[src/rtl/ata_pio_engine.sv]
module ata_pio_engine #(
  parameter int NBUS      = 4,
  parameter int CNT_W     = 8,
  parameter int RST_SETUP = 9,
  parameter int RST_STRB  = 39,
  parameter int RST_HOLD  = 9,
  localparam int BSEL_W   = $clog2(NBUS),
  localparam int CMD_W    = 22 + BSEL_W
) (
  input  logic              clk,
  input  logic              rst_n,
  input  logic              cmd_we,
  input  logic [CMD_W-1:0]  cmd_word,
  input  logic              cfg_we,
  input  logic              cfg_enable,
  input  logic              cfg_dev_reset,
  input  logic [CNT_W-1:0]  cfg_setup,
  input  logic [CNT_W-1:0]  cfg_strobe,
  input  logic [CNT_W-1:0]  cfg_hold,
  input  logic              mask_we,
  input  logic [NBUS-1:0]   mask_val,
  input  logic              ack_we,
  input  logic [NBUS-1:0]   ack_val,
  input  logic [NBUS-1:0]   bus_irq,
  output logic              busy,
  output logic              tx_ready,
  output logic              data_valid,
  output logic [15:0]       rd_data,
  output logic              drop_err,
  output logic              irq,
  output logic [NBUS-1:0]   irq_pending,
  output logic [2:0]        ata_addr,
  output logic              ata_cs0_n,
  output logic              ata_cs1_n,
  output logic [BSEL_W-1:0] ata_bus,
  output logic [15:0]       ata_dout,
  output logic              ata_dout_en,
  input  logic [15:0]       ata_din,
  output logic              ata_rd_n,
  output logic              ata_wr_n,
  output logic              ata_reset_n
);

  localparam int B_ADDR = 16;
  localparam int B_CS0  = 19;
  localparam int B_CS1  = 20;
  localparam int B_BUS  = 21;
  localparam int B_RD   = 21 + BSEL_W;

  typedef enum logic [1:0] {S_IDLE, S_SETUP, S_STRB, S_HOLD} phase_t;

  phase_t             ph;
  logic [CNT_W-1:0]   cnt;
  logic [CNT_W-1:0]   setup_r, strb_r, hold_r;
  logic               en_r, devrst_r;
  logic [NBUS-1:0]    mask_r;
  logic [15:0]        wdat_r;
  logic [2:0]         addr_r;
  logic               cs0_r, cs1_r, rd_r;
  logic [BSEL_W-1:0]  bus_r;

  wire               accept   = cmd_we && en_r && (ph == S_IDLE);
  wire [CNT_W-1:0]   strb_m1  = (strb_r == '0) ? '0 : strb_r - 1'b1;
  wire               strb_end = (ph == S_STRB) && (cnt == '0);

  assign busy        = (ph != S_IDLE);
  assign tx_ready    = en_r && !busy;
  assign ata_addr    = addr_r;
  assign ata_bus     = bus_r;
  assign ata_cs0_n   = !(busy && cs0_r);
  assign ata_cs1_n   = !(busy && cs1_r);
  assign ata_dout    = wdat_r;
  assign ata_dout_en = busy && !rd_r;
  assign ata_rd_n    = !((ph == S_STRB) && rd_r);
  assign ata_wr_n    = !((ph == S_STRB) && !rd_r);
  assign ata_reset_n = !devrst_r;
  assign irq         = |(irq_pending & mask_r);

  always_ff @(posedge clk or negedge rst_n) begin
    if (!rst_n) begin
      en_r     <= 1'b0;
      devrst_r <= 1'b0;
      setup_r  <= CNT_W'(RST_SETUP);
      strb_r   <= CNT_W'(RST_STRB);
      hold_r   <= CNT_W'(RST_HOLD);
      mask_r   <= '0;
    end else begin
      if (cfg_we) begin
        en_r     <= cfg_enable;
        devrst_r <= cfg_dev_reset;
        setup_r  <= cfg_setup;
        strb_r   <= cfg_strobe;
        hold_r   <= cfg_hold;
      end
      if (mask_we) mask_r <= mask_val;
    end
  end

  always_ff @(posedge clk or negedge rst_n) begin
    if (!rst_n) irq_pending <= '0;
    else        irq_pending <= (irq_pending & ~(ack_we ? ack_val : '0)) | bus_irq;
  end

  always_ff @(posedge clk or negedge rst_n) begin
    if (!rst_n) begin
      wdat_r <= '0;
      addr_r <= '0;
      cs0_r  <= 1'b0;
      cs1_r  <= 1'b0;
      bus_r  <= '0;
      rd_r   <= 1'b0;
    end else if (accept) begin
      wdat_r <= cmd_word[15:0];
      addr_r <= cmd_word[B_ADDR +: 3];
      cs0_r  <= cmd_word[B_CS0];
      cs1_r  <= cmd_word[B_CS1];
      bus_r  <= cmd_word[B_BUS +: BSEL_W];
      rd_r   <= cmd_word[B_RD];
    end
  end

  always_ff @(posedge clk or negedge rst_n) begin
    if (!rst_n) begin
      ph  <= S_IDLE;
      cnt <= '0;
    end else begin
      unique case (ph)
        S_IDLE: if (accept) begin
          if (setup_r != '0) begin ph <= S_SETUP; cnt <= setup_r - 1'b1; end
          else               begin ph <= S_STRB;  cnt <= strb_m1;        end
        end
        S_SETUP: if (cnt == '0) begin ph <= S_STRB; cnt <= strb_m1; end
                 else cnt <= cnt - 1'b1;
        S_STRB: if (cnt == '0) begin
          if (hold_r != '0) begin ph <= S_HOLD; cnt <= hold_r - 1'b1; end
          else              ph <= S_IDLE;
        end else cnt <= cnt - 1'b1;
        S_HOLD: if (cnt == '0) ph <= S_IDLE;
                else cnt <= cnt - 1'b1;
        default: ph <= S_IDLE;
      endcase
    end
  end

  always_ff @(posedge clk or negedge rst_n) begin
    if (!rst_n) begin
      rd_data    <= '0;
      data_valid <= 1'b0;
      drop_err   <= 1'b0;
    end else begin
      if (accept) data_valid <= 1'b0;
      else if (strb_end && rd_r) begin
        rd_data    <= ata_din;
        data_valid <= 1'b1;
      end
      if (cmd_we && busy) drop_err <= 1'b1;
    end
  end

  // never both strobes at once
  a_r4_one_strobe: assert property (@(posedge clk) disable iff (!rst_n)
    !(!ata_rd_n && !ata_wr_n));

  a_r2_strobe_in_busy: assert property (@(posedge clk) disable iff (!rst_n)
    (!ata_rd_n || !ata_wr_n) |-> busy);

  a_r6_drop_sticky: assert property (@(posedge clk) disable iff (!rst_n)
    (cmd_we && busy) |=> drop_err);

  a_r6_addr_frozen: assert property (@(posedge clk) disable iff (!rst_n)
    (busy && $past(busy)) |-> $stable(ata_addr) && $stable(ata_dout_en));

  a_r8_cs_idle: assert property (@(posedge clk) disable iff (!rst_n)
    !busy |-> (ata_cs0_n && ata_cs1_n));

  a_r5_valid_clears: assert property (@(posedge clk) disable iff (!rst_n)
    accept |=> !data_valid);

  a_r7_disabled_idle: assert property (@(posedge clk) disable iff (!rst_n)
    (!en_r && !busy) |=> !busy);

endmodule

[config.mk]
export PLATFORM = sky130hd
export DESIGN_NAME = ata_pio_engine
export DESIGN_NICKNAME = d
export VERILOG_FILES = /design/src/rtl/ata_pio_engine.sv
export SDC_FILE = /design/constraint.sdc
export NUM_CORES = 1
export LEC_CHECK = 0
export ABC_AREA = 1
export BUFFER_PORTS_ARGS = -buffer_cell sky130_fd_sc_hd__buf_2
export CAP_MARGIN = 10
export CORE_MARGIN = 2
export CORE_UTILIZATION = 56
export DETAILED_ROUTE_END_ITERATION = 8
export GPL_TIMING_DRIVEN = 1
export PLACE_DENSITY = 0.86
export REMOVE_ABC_BUFFERS = 1
export SYNTH_ARGS = -nofsm -noshare
export SYNTH_HDL_FRONTEND = slang
export SYNTH_SLANG_ARGS = --single-unit
[constraint.sdc]
create_clock -name clk -period 3.01 [get_ports clk]
set_input_delay 0.903 -clock clk [delete_from_list [all_inputs] [get_ports clk]]
set_output_delay 0.903 -clock clk [all_outputs]
set_load 0.01 [all_outputs]
==> summary.txt, run 1 <==
Status: finished clean
TritonCTS clock tree: built
GRT overflow: 0
Vias: 4108
Fin crit share: 79.5%
Drt first pass iters: 5
Row count: 32
Core area: 7690 sq um
Critical path's slowest cell: dfrtp_1
Synth Register Bits: 86
Setup TNS: 0 ns
Area grow syn2layout: 22.6%
Max-cap violations: 0
Initial antenna violation count: 0
Crit Path Class: reg -> out
Slew headroom: 50.3%
Unrepaired setup endpoints after global routing: false
CP Capture Point: tx_ready
Worst path cell trace: nor2_1 -> buf_4 -> inv_2 -> nor2_1 -> buf_2
Slew @ Worst Pin: 0.746 ns
Clk sink count: 86
Final setup fails: 0
Complex-gate fraction of the synthesized area: 8.28%
Clock transition at path regs: 0.09 ns
Ys flop type: dfrtp_1
# fillers: 610
Initial Util: 57.6%
Top cells by area, synth: dfrtp_1 (44%), nand2_1 (16%), inv_1 (5.9%)
FMAX: 418 MHz
Startpoint types: flop
Hold Crit Class: reg -> reg
N_diodes: 0
EDFF count, synth: 0
Pin count of the biggest net entering global routing: 56
Worst Setup End Kind: primary output
CTS Buffer Depth: 2
Avg Inst Size Synth: 7.89 sq um
Clock power frac: 38.4%
Post-Syn Area: 4430 sq um
Synth top area share: 44.1%
CTS Hold Bufs: 0
CP startpoint: ph[0]$_DFFE_PN0P_
Synth top cells by count: nand2_1 (190), dfrtp_1 (78), inv_1 (70)
Ports: 136
Slew Limit Fails: 0
Largest area contributor in the netlist: dfrtp_1
First-pass GRT wire length: 18700 um
Power share of the sequential group: 49.9%
Final Hold Fails: 0
Routed vias/inst: 5.12
Worst vdd ir: 0.369 mV
Share of cells above drive strength 1: 26.1%
Die height: 92.9 um
Antenna viol nets, final: 0
Worst reg-to-reg path cell count: 10
Die Wd: 92.9 um
Most repeated library cell on the critical path: nor2_1
Sw Share: 26.0%
Detail Placement HPWL: 8360 um
Cell count after synthesis: 561
Sw Pwr: 650 uW
Reg2Reg Capture Point: cnt[0]$_DFFE_PN0P_
Internal power: 1.85 mW
Flop2flop setup slack: 0.99 ns
Vias in the first global route: 4137
Cts bufs inserted: 9
Top-count cell post-synth: nand2_1
Sequential-to-total area share from yosys stat: 48.8%
Leakage power: 3.12 nW
Synth Area in XOR/XNOR: 2.37%
YS warnings: 0
Die ar.: 8630 sq um
Final WL: 11100 um
Postcts setup bufs: 0
Pwr/cell area: 461 nW/um^2
DR DRC count: 0
Crit-path max FO: 11
Adder-cell share of the synthesized area: 1.70%
Dpl cells: 787
Cts repair resizes: 0
R2r startpoint: hold_r[0]$_DFFE_PN1P_
Largest family of logic cells by synthesized area: simple AND/OR/NAND/NOR gates
Clk_skew: 0.0102 ns
Nets@finish: 786
Unique masters post-synth: 34
Comb pwr share: 11.7%
Portion of netlist area occupied by mux cells: 4.64%
Gpl congestion: 1.02
WP data arrival: 1.49 ns
Post-synthesis simple-gate area fraction: 26.1%
CP max stage delay: 0.46 ns
Htree depth: 3
WP data required: 2.11 ns
Final std cells w/o fill: 803
Post-route minimum period: 2.39 ns
First DRT Iteration DRCs: 218
Ys async rst share: 100%
Clock latency on the worst-skew pair: 0.36 ns
Buffers added on ports: 135
Clk Tree Root Cell: clkbuf_8
Tot GR Track Use: 27.4%
Avg WL per Cell: 13.8 um
==> final cells by class <==
cell class,instances,area (sq um),area share (%)
Clock buffer,11,151,2.79
Clock inverter,5,87.6,1.61
Tap cell,102,128,2.35
Multi-Input combinational cell,387,1910,35.2
Inverter,74,278,5.12
Sequential cell,86,2160,39.8
Timing Repair Buffer,138,713,13.1
==> power groups by stage <==
| stage | combinational [mW] | clock (mW) | sequential, mW |
|---|---|---|---|
| 2_1_floorplan | 0.140 | 0 | 1.27 |
| 3_3_place_gp | 0.281 | 0 | 1.27 |
| 3_5_place_dp | 0.291 | 0 | 1.27 |
| 4_1_cts | 0.294 | 0.974 | 1.25 |
| 5_1_grt | 0.336 | 1.01 | 1.26 |
| 6_report | 0.293 | 0.960 | 1.25 |
==> state kept, by name, summed over array words and instances, names as in the netlist <==
signal	count
setup_r	8
cnt	8
irq_pending	4
ata_dout	16
en_r	1
cs1_r	1
devrst_r	1
strb_r	8
rd_r	1
drop_err	1
hold_r	8
ata_bus	2
cs0_r	1
mask_r	4
ph	2
data_valid	1
rd_data	16
ata_addr	3
==> per-stage QoR <==
step                      power, mW  hold slack [ns]  util, %  worst slack [ns]  cell area (sq um)
final                          2.50            0.463     70.6             0.618               5430
after global placement         1.55            0.442     67.5              1.01               5190
after global routing           2.61            0.492     70.6             0.511               5430
after detailed placement       1.56            0.445     67.5              1.01               5190
after CTS                      2.52            0.465     70.6             0.609               5430
after floorplan                1.41            0.442        -             0.693               4350
==> layout by cell type (no fill, tap or decap), types with 8 or more instances in the layout <==
cell,n
buf_2,134
clkbuf_8,11
dfrtp_1,78
dfstp_2,8
inv_1,70
mux2i_1,16
nand2_1,190
nand3_1,28
nor2_1,47
o21ai_0,43
o21ai_1,8
xor2_1,10
==> routing by layer <==
metal	global-route usage, %	routed length, um	vias to the layer above
met4	10.3	199	0
met2	46.6	5610	132
met3	6.10	661	21
met1	34.2	4640	1941
met5	0	0	-
li1	-	-	2014
==> critical path, delay by kind of cell (launching register included) <==
family / cells / cell delay (ns)
AND/OR/NAND/NOR: 2 / 0.23
flip-flops: 1 / 0.46
buffers and inverters: 3 / 0.44
==> worst min path at each step <==
| stage | start | end | slack, ns | cells after the start |
|---|---|---|---|---|
| 3_3_place_gp | drop_err$_DFFE_PN0P_ | drop_err$_DFFE_PN0P_ | 0.44 | 1 |
| 3_5_place_dp | drop_err$_DFFE_PN0P_ | drop_err$_DFFE_PN0P_ | 0.44 | 1 |
| 4_1_cts | drop_err$_DFFE_PN0P_ | drop_err$_DFFE_PN0P_ | 0.46 | 1 |
| 2_1_floorplan | cs0_r$_DFFE_PN0P_ | cs0_r$_DFFE_PN0P_ | 0.44 | 2 |
| 6_report | drop_err$_DFFE_PN0P_ | drop_err$_DFFE_PN0P_ | 0.46 | 1 |
| 5_1_grt | rst_n | strb_r[6]$_DFFE_PN0P_ | 0.49 | 1 |
==> cells by family (layout without fill, tap and decap cells) <==
family,after synthesis,in the layout
AOI/OAI and AO/OA,68,68
xor gates and xnor gates,12,12
adders and majority gates,6,6
buffers and inverters,88,228
DFF,86,86
muxes,20,20
and+or+nand+nor,281,281
(Power assumes the default switching activity.)
==> run 2: changes to the inputs <==
Settings changed: CORE_UTILIZATION 56 to 47, PLACE_DENSITY 0.86 to 0.77.
Clock period 3.01 ns to 2.05 ns, I/O delays scaled along.
==> run 2 against run 1 <==
  * Routed wire length decreased by 2.4%
  * Die area increased by 18%
  * Hold slack got worse by 0.30 ns
  * Critical path depth increased by 1
  * Power increased by 45%
  * Via count decreased by 2.4%
  * Clock skew increased by 0.010 ns
  * Largest power group unchanged
  * Highest routed layer unchanged
==> summary.txt, run 2 (synthesis results as in run 1) <==
Drt first pass iters: 4 (-1)
DR DRC count: 0 (unchanged)
Final std cells w/o fill: 818 (+1.9%)
Pwr/cell area: 658 nW/um^2 (+43%)
CTS Buffer Depth: 2 (unchanged)
Most common cell after layout, fill and taps aside: nand2_1
Design area: 5500 sq um (+1.2%)
Startpoint types: flop
Die ar.: 10200 sq um (+18%)
Crit-path max FO: 4 (-7)
Post-layout util: 59.8% (-11 points)
Die Wd: 101 um (+8.8%)
Antenna viol nets, final: 0 (unchanged)
Sw Share: 26.7% (+0.78 points)
Gpl congestion: 0.895 (-12%)
Nets@finish: 793 (+0.89%)
Comb pwr share: 12.0% (+0.3 points)
Final WL: 10800 um (-2.4%)
R2r startpoint: cnt[0]$_DFFE_PN0P_
Sw Pwr: 967 uW (+49%)
Setup TNS: 0 ns (unchanged)
Max-cap violations: 0 (unchanged)
Detail Placement HPWL: 8430 um (+0.78%)
Pin count of the biggest net entering global routing: 38 (-32%)
CP max stage delay: 0.42 ns (-0.04 ns)
Clk_skew: 0.0204 ns (+0.0102 ns)
GRT overflow: 0 (unchanged)
Die height: 101 um (+8.8%)
WP data arrival: 1.34 ns (-0.15 ns)
Share of cells above drive strength 1: 27.6% (+1.5 points)
Ports: 136 (unchanged)
Final setup fails: 0 (unchanged)
Hold Crit Class: in -> async
Tot GR Track Use: 22.1% (-5.2 points)
Slew @ Worst Pin: 0.422 ns (-0.324 ns)
N_diodes: 0 (unchanged)
Worst path cell trace: inv_2 -> nor2_4 -> inv_2 -> nor2_4 -> inv_1 -> buf_2
Worst vdd ir: 0.457 mV (+24%)
Worst Setup End Kind: primary output
Slew headroom: 71.9% (+22 points)
Clock transition at path regs: 0.09 ns (about the same)
Clk sink count: 86 (unchanged)
CP startpoint: ph[1]$_DFFE_PN0P_
Commonest non-fill, non-tap cells in the layout: nand2_1 (190), buf_2 (134), dfrtp_1 (77)
Core area: 9200 sq um (+20%)
Buffers added on ports: 135 (unchanged)
Power share of the sequential group: 50.7% (+0.8 points)
Internal power: 2.65 mW (+43%)
Row count: 35 (+9.4%)
Crit Path Class: reg -> out
Critical path's slowest cell: dfrtp_1
First-pass GRT wire length: 18000 um (-3.9%)
FMAX: 511 MHz
Area after DPL: 5240 sq um (+1.0%)
Fin crit share: 95.4%
Clock latency on the worst-skew pair: 0.36 ns (about the same)
Vias: 4010 (-2.4%)
Clock power frac: 37.3% (-1.1 points)
Htree depth: 3 (unchanged)
Initial antenna violation count: 0 (unchanged)
Slew Limit Fails: 0 (unchanged)
Leakage power: 3.15 nW (+0.71%)
First DRT Iteration DRCs: 202 (-7.3%)
Final Hold Fails: 0 (unchanged)
Routed vias/inst: 4.90 (-4.2%)
Cts bufs inserted: 9 (unchanged)
Initial Util: 48.1% (-9.4 points)
Unrepaired setup endpoints after global routing: false
TritonCTS clock tree: built
WP data required: 1.43 ns (-0.68 ns)
Area grow syn2layout: 24.2%
Total power: 3.62 mW (+45%)
Avg WL per Cell: 13.2 um (-4.2%)
Post-route minimum period: 1.96 ns
Status: finished clean
Vias in the first global route: 3977 (-3.9%)
Dpl cells: 800 (+1.7%)
Clk Tree Root Cell: clkbuf_8
==> run 2: cell types whose count changed in the layout (fill, tap and decap cells not counted), sizes merged <==
cell and delta:
clkbuf -2, buf +7, clkinv +1
==> run 2: final cells by class <==
cell class	instances	area [sq um]
Clock inverter	6	93.8
Multi-Input combinational cell	387	1920
Fill cell	856	3700
Inverter	74	278
Tap cell	111	139
Clock buffer	9	124
Sequential cell	86	2160
Timing Repair Buffer	145	778
==> run 2: metal layers <==
metal | track usage [%] | up-vias | share of wire [%]
met5 | 0 | - | 0
met2 | 37.6 | 120 | 50
met3 | 6.73 | 14 | 6.6
met1 | 27.8 | 1851 | 43
li1 | - | 2025 | -
met4 | 5.09 | 0 | 1.1
==> run 2: power by group through the flow <==
stage / Sequential (mW) / Clock [mW] / Combinational [mW]
6_report: 1.84 / 1.35 / 0.433
5_1_grt: 1.85 / 1.45 / 0.492
4_1_cts: 1.84 / 1.39 / 0.438
3_5_place_dp: 1.87 / 0 / 0.436
3_3_place_gp: 1.86 / 0 / 0.424
2_1_floorplan: 1.87 / 0 / 0.205
==> run 2: what timing repair did <==
action | 4_1_cts | 5_1_grt
pin swaps | 1 | 0
hold buffers | 0 | 0
gates resized for setup | 0 | 6
setup buffers | 3 | 0
endpoints found under the setup margin | 1 | 8
==> run 2: final timing paths <==
kind	cells after the start	slack, ns	to
min	1	0.17	strb_r[4]$_DFFE_PN0P_
min reg2reg	2	0.47	ata_dout[8]$_DFFE_PN0P_
max	6	0.09	ata_rd_n
min in group clk	2	0.43	irq_pending[1]$_DFF_PN0_
max reg2reg	11	0.23	cnt[5]$_DFFE_PN0P_
max in group asynchronous	2	1.24	rd_data[9]$_DFFE_PN0P_
==> run 2: critical path: cells and delay by family, from the launching register on <==
kind / cells / cell delay [ns]
buffers and inverters: 4 / 0.34
AND/OR/NAND/NOR: 2 / 0.23
flip-flops: 1 / 0.42
==> run 2: per-stage QoR <==
step	hold slack, ns	setup slack [ns]
final	0.166	0.0949
after global routing	0.174	0.00811
after CTS	0.163	0.00675
after detailed placement	0.454	0.154
after global placement	0.435	0.239
after floorplan	0.319	-0.267
==> run 3: changes to the inputs <==
Settings changed: CELL_PAD_IN_SITES_DETAIL_PLACEMENT set to 2, CELL_PAD_IN_SITES_GLOBAL_PLACEMENT set to 2, CORE_MARGIN 2 to 4, CORE_UTILIZATION 47 to 26, PLACE_DENSITY 0.77 to not set, PLACE_DENSITY_LB_ADDON set to 0.1.
==> run 3 against run 2 <==
  * Non-clock buffer count grew 3
  * Routed wire length grew 37%
  * Utilization shrank 25 points
  * Design area grew 4.7%
  * Final cell count grew 14%
  * Register-to-register slack lost 0.05 ns
  * Clock skew shrank 0.015 ns
  * Hold slack gained 0.014 ns
  * Global-route usage shrank 6.3 points
  * Die area grew 88%
  * Power grew 7.4%
  * Clock-buffer cell count grew 3
  * Highest routed layer is now met5
==> summary.txt, run 3 (synthesis results as in run 1) <==
Status: finished clean
Commonest non-fill, non-tap cells in the layout: nand2_1 (188), buf_2 (134), dfrtp_1 (76)
Avg WL per Cell: 15.9 um (+20%)
Drt first pass iters: 4 (unchanged)
Leakage power: 3.20 nW (+1.9%)
Vias in the first global route: 4804 (+21%)
CTS Hold Bufs: 0 (unchanged)
Worst vdd ir: 0.347 mV (-24%)
Initial antenna violation count: 4 (+4)
Cts bufs inserted: 9 (unchanged)
Met1 wire length: 6140 um (+33%)
Pwr/cell area: 676 nW/um^2 (+2.6%)
Reg2Reg Capture Point: cnt[5]$_DFFE_PN0P_
Buffers added on ports: 135 (unchanged)
Max-cap violations: 0 (unchanged)
Area grow syn2layout: 30.0%
Final Hold Fails: 0 (unchanged)
Gpl congestion: 0.834 (-6.9%)
Post-layout util: 34.6% (-25 points)
Startpoint types: flop
Slew @ Worst Pin: 0.443 ns (+0.0217 ns)
Clk_skew: 0.00542 ns (-0.0150 ns)
Nets@finish: 796 (+0.38%)
Clk sink count: 86 (unchanged)
R2r startpoint: cnt[0]$_DFFE_PN0P_
Share of cells above drive strength 1: 28.4% (+0.83 points)
Area after DPL: 5420 sq um (+3.4%)
CTS Buffer Depth: 2 (unchanged)
Crit-path max FO: 5 (+1)
CP max stage delay: 0.44 ns (+0.02 ns)
Post-route minimum period: 2.00 ns (+0.0402 ns)
Vias: 4166 (+3.9%)
Antenna viol nets, final: 0 (unchanged)
Met2 routed WL: 7380 um (+37%)
Pin count of the biggest net entering global routing: 32 (-16%)
DR DRC count: 0 (unchanged)
WP data arrival: 1.38 ns (+0.04 ns)
Slew headroom: 70.2% (-1.7 points)
Dpl cells: 913 (+14%)
Flop2flop setup slack: 0.18 ns (-0.05 ns)
Design area: 5750 sq um (+4.7%)
Tot GR Track Use: 15.9% (-6.3 points)
Worst Setup End Kind: primary output
Worst reg-to-reg path cell count: 11 (unchanged)
Most common cell after layout, fill and taps aside: nand2_1
Unrepaired setup endpoints after global routing: true
Die height: 138 um (+37%)
Fin Hold WS: 0.181 ns (+0.0143 ns)
FMAX: 501 MHz (-2.0%)
TritonCTS clock tree: built
Critical path's slowest cell: dfrtp_2
Fin crit share: 97.3% (+2.0 points)
Final WL: 14800 um (+37%)
Row count: 47 (+34%)
# fillers: 1973 (+130%)
Crit Path Class: reg -> out
GRT overflow: 0 (unchanged)
First DRT Iteration DRCs: 83 (-59%)
Clk Tree Root Cell: clkbuf_16
Final std cells w/o fill: 932 (+14%)
Detail Placement HPWL: 11700 um (+39%)
Die ar.: 19200 sq um (+88%)
Ports: 136 (unchanged)
First-pass GRT wire length: 24800 um (+38%)
Met3 wire length: 1050 um (+47%)
Uppermost layer routed: met5
Final setup fails: 0 (unchanged)
Clock latency on the worst-skew pair: 0.34 ns (-0.02 ns)
Routed vias/inst: 4.47 (-8.8%)
Slew Limit Fails: 0 (unchanged)
Initial Util: 26.6% (-22 points)
Htree depth: 3 (unchanged)
Hold Crit Class: in -> async
Worst path cell trace: inv_2 -> nor2_4 -> inv_2 -> nor2_4 -> inv_1 -> buf_2
WP data required: 1.43 ns (about the same)
Die Wd: 138 um (+37%)
Clock transition at path regs: 0.06 ns (-0.03 ns)
Core area: 16600 sq um (+81%)
==> run 3: cell type report <==
type / count / area (sq um) / area share, %
Tap cell: 220 / 275 / 4.78
Timing Repair Buffer: 148 / 813 / 14.1
Multi-Input combinational cell: 387 / 1930 / 33.6
Sequential cell: 86 / 2160 / 37.6
Antenna cell: 1 / 2.50 / 0.0435
Clock buffer: 12 / 256 / 4.46
Clock inverter: 4 / 31.3 / 0.544
Inverter: 74 / 278 / 4.83
==> run 3: power by group <==
part	leakage [nW]	internal, mW	switching [mW]
clock	0.143	0.893	0.702
combinational	2.04	0.183	0.270
sequential	1.03	1.78	0.0560
==> run 3: routing by layer <==
metal | track usage (%) | vias up
met5 | 0 | -
met4 | 5.15 | 6
met3 | 5.77 | 22
met2 | 27.1 | 87
met1 | 18.6 | 2022
li1 | - | 2029
==> run 3: worst max-delay path, delay by kind of cell (launching register included) <==
kind | cells | cell delay, ns
DFF | 1 | 0.44
buffers and inverters | 4 | 0.36
and+or+nand+nor | 2 | 0.24
==> run 3: worst max path at each step <==
stage	cells past startpoint	start	end
global route	6	ph[1]$_DFFE_PN0P_	ata_rd_n
detailed placement	11	cnt[0]$_DFFE_PN0P_	cnt[5]$_DFFE_PN0P_
floorplan	7	ph[0]$_DFFE_PN0P_	ph[0]$_DFFE_PN0P_
finish	6	ph[1]$_DFFE_PN0P_	ata_rd_n
CTS	6	ph[1]$_DFFE_PN0P_	ata_rd_n
global placement	11	cnt[0]$_DFFE_PN0P_	cnt[5]$_DFFE_PN0P_
==> run 3: metrics by stage <==
stage               setup TNS, ns  setup slack (ns)  power [mW]
floorplan                   -3.44            -0.267        2.07
global placement                0             0.127        2.32
detailed placement              0            0.0673        2.34
CTS                             0            0.0167        3.98
global route              -0.0556           -0.0284        4.12
finish                          0            0.0547        3.89
==> run 3: repair_timing <==
action                                 CTS  global route
endpoints found under the hold margin    0             0
pin swaps                                1             0
gates resized for setup                  3             8
setup buffers                            1             1
setup endpoints to repair                3            12
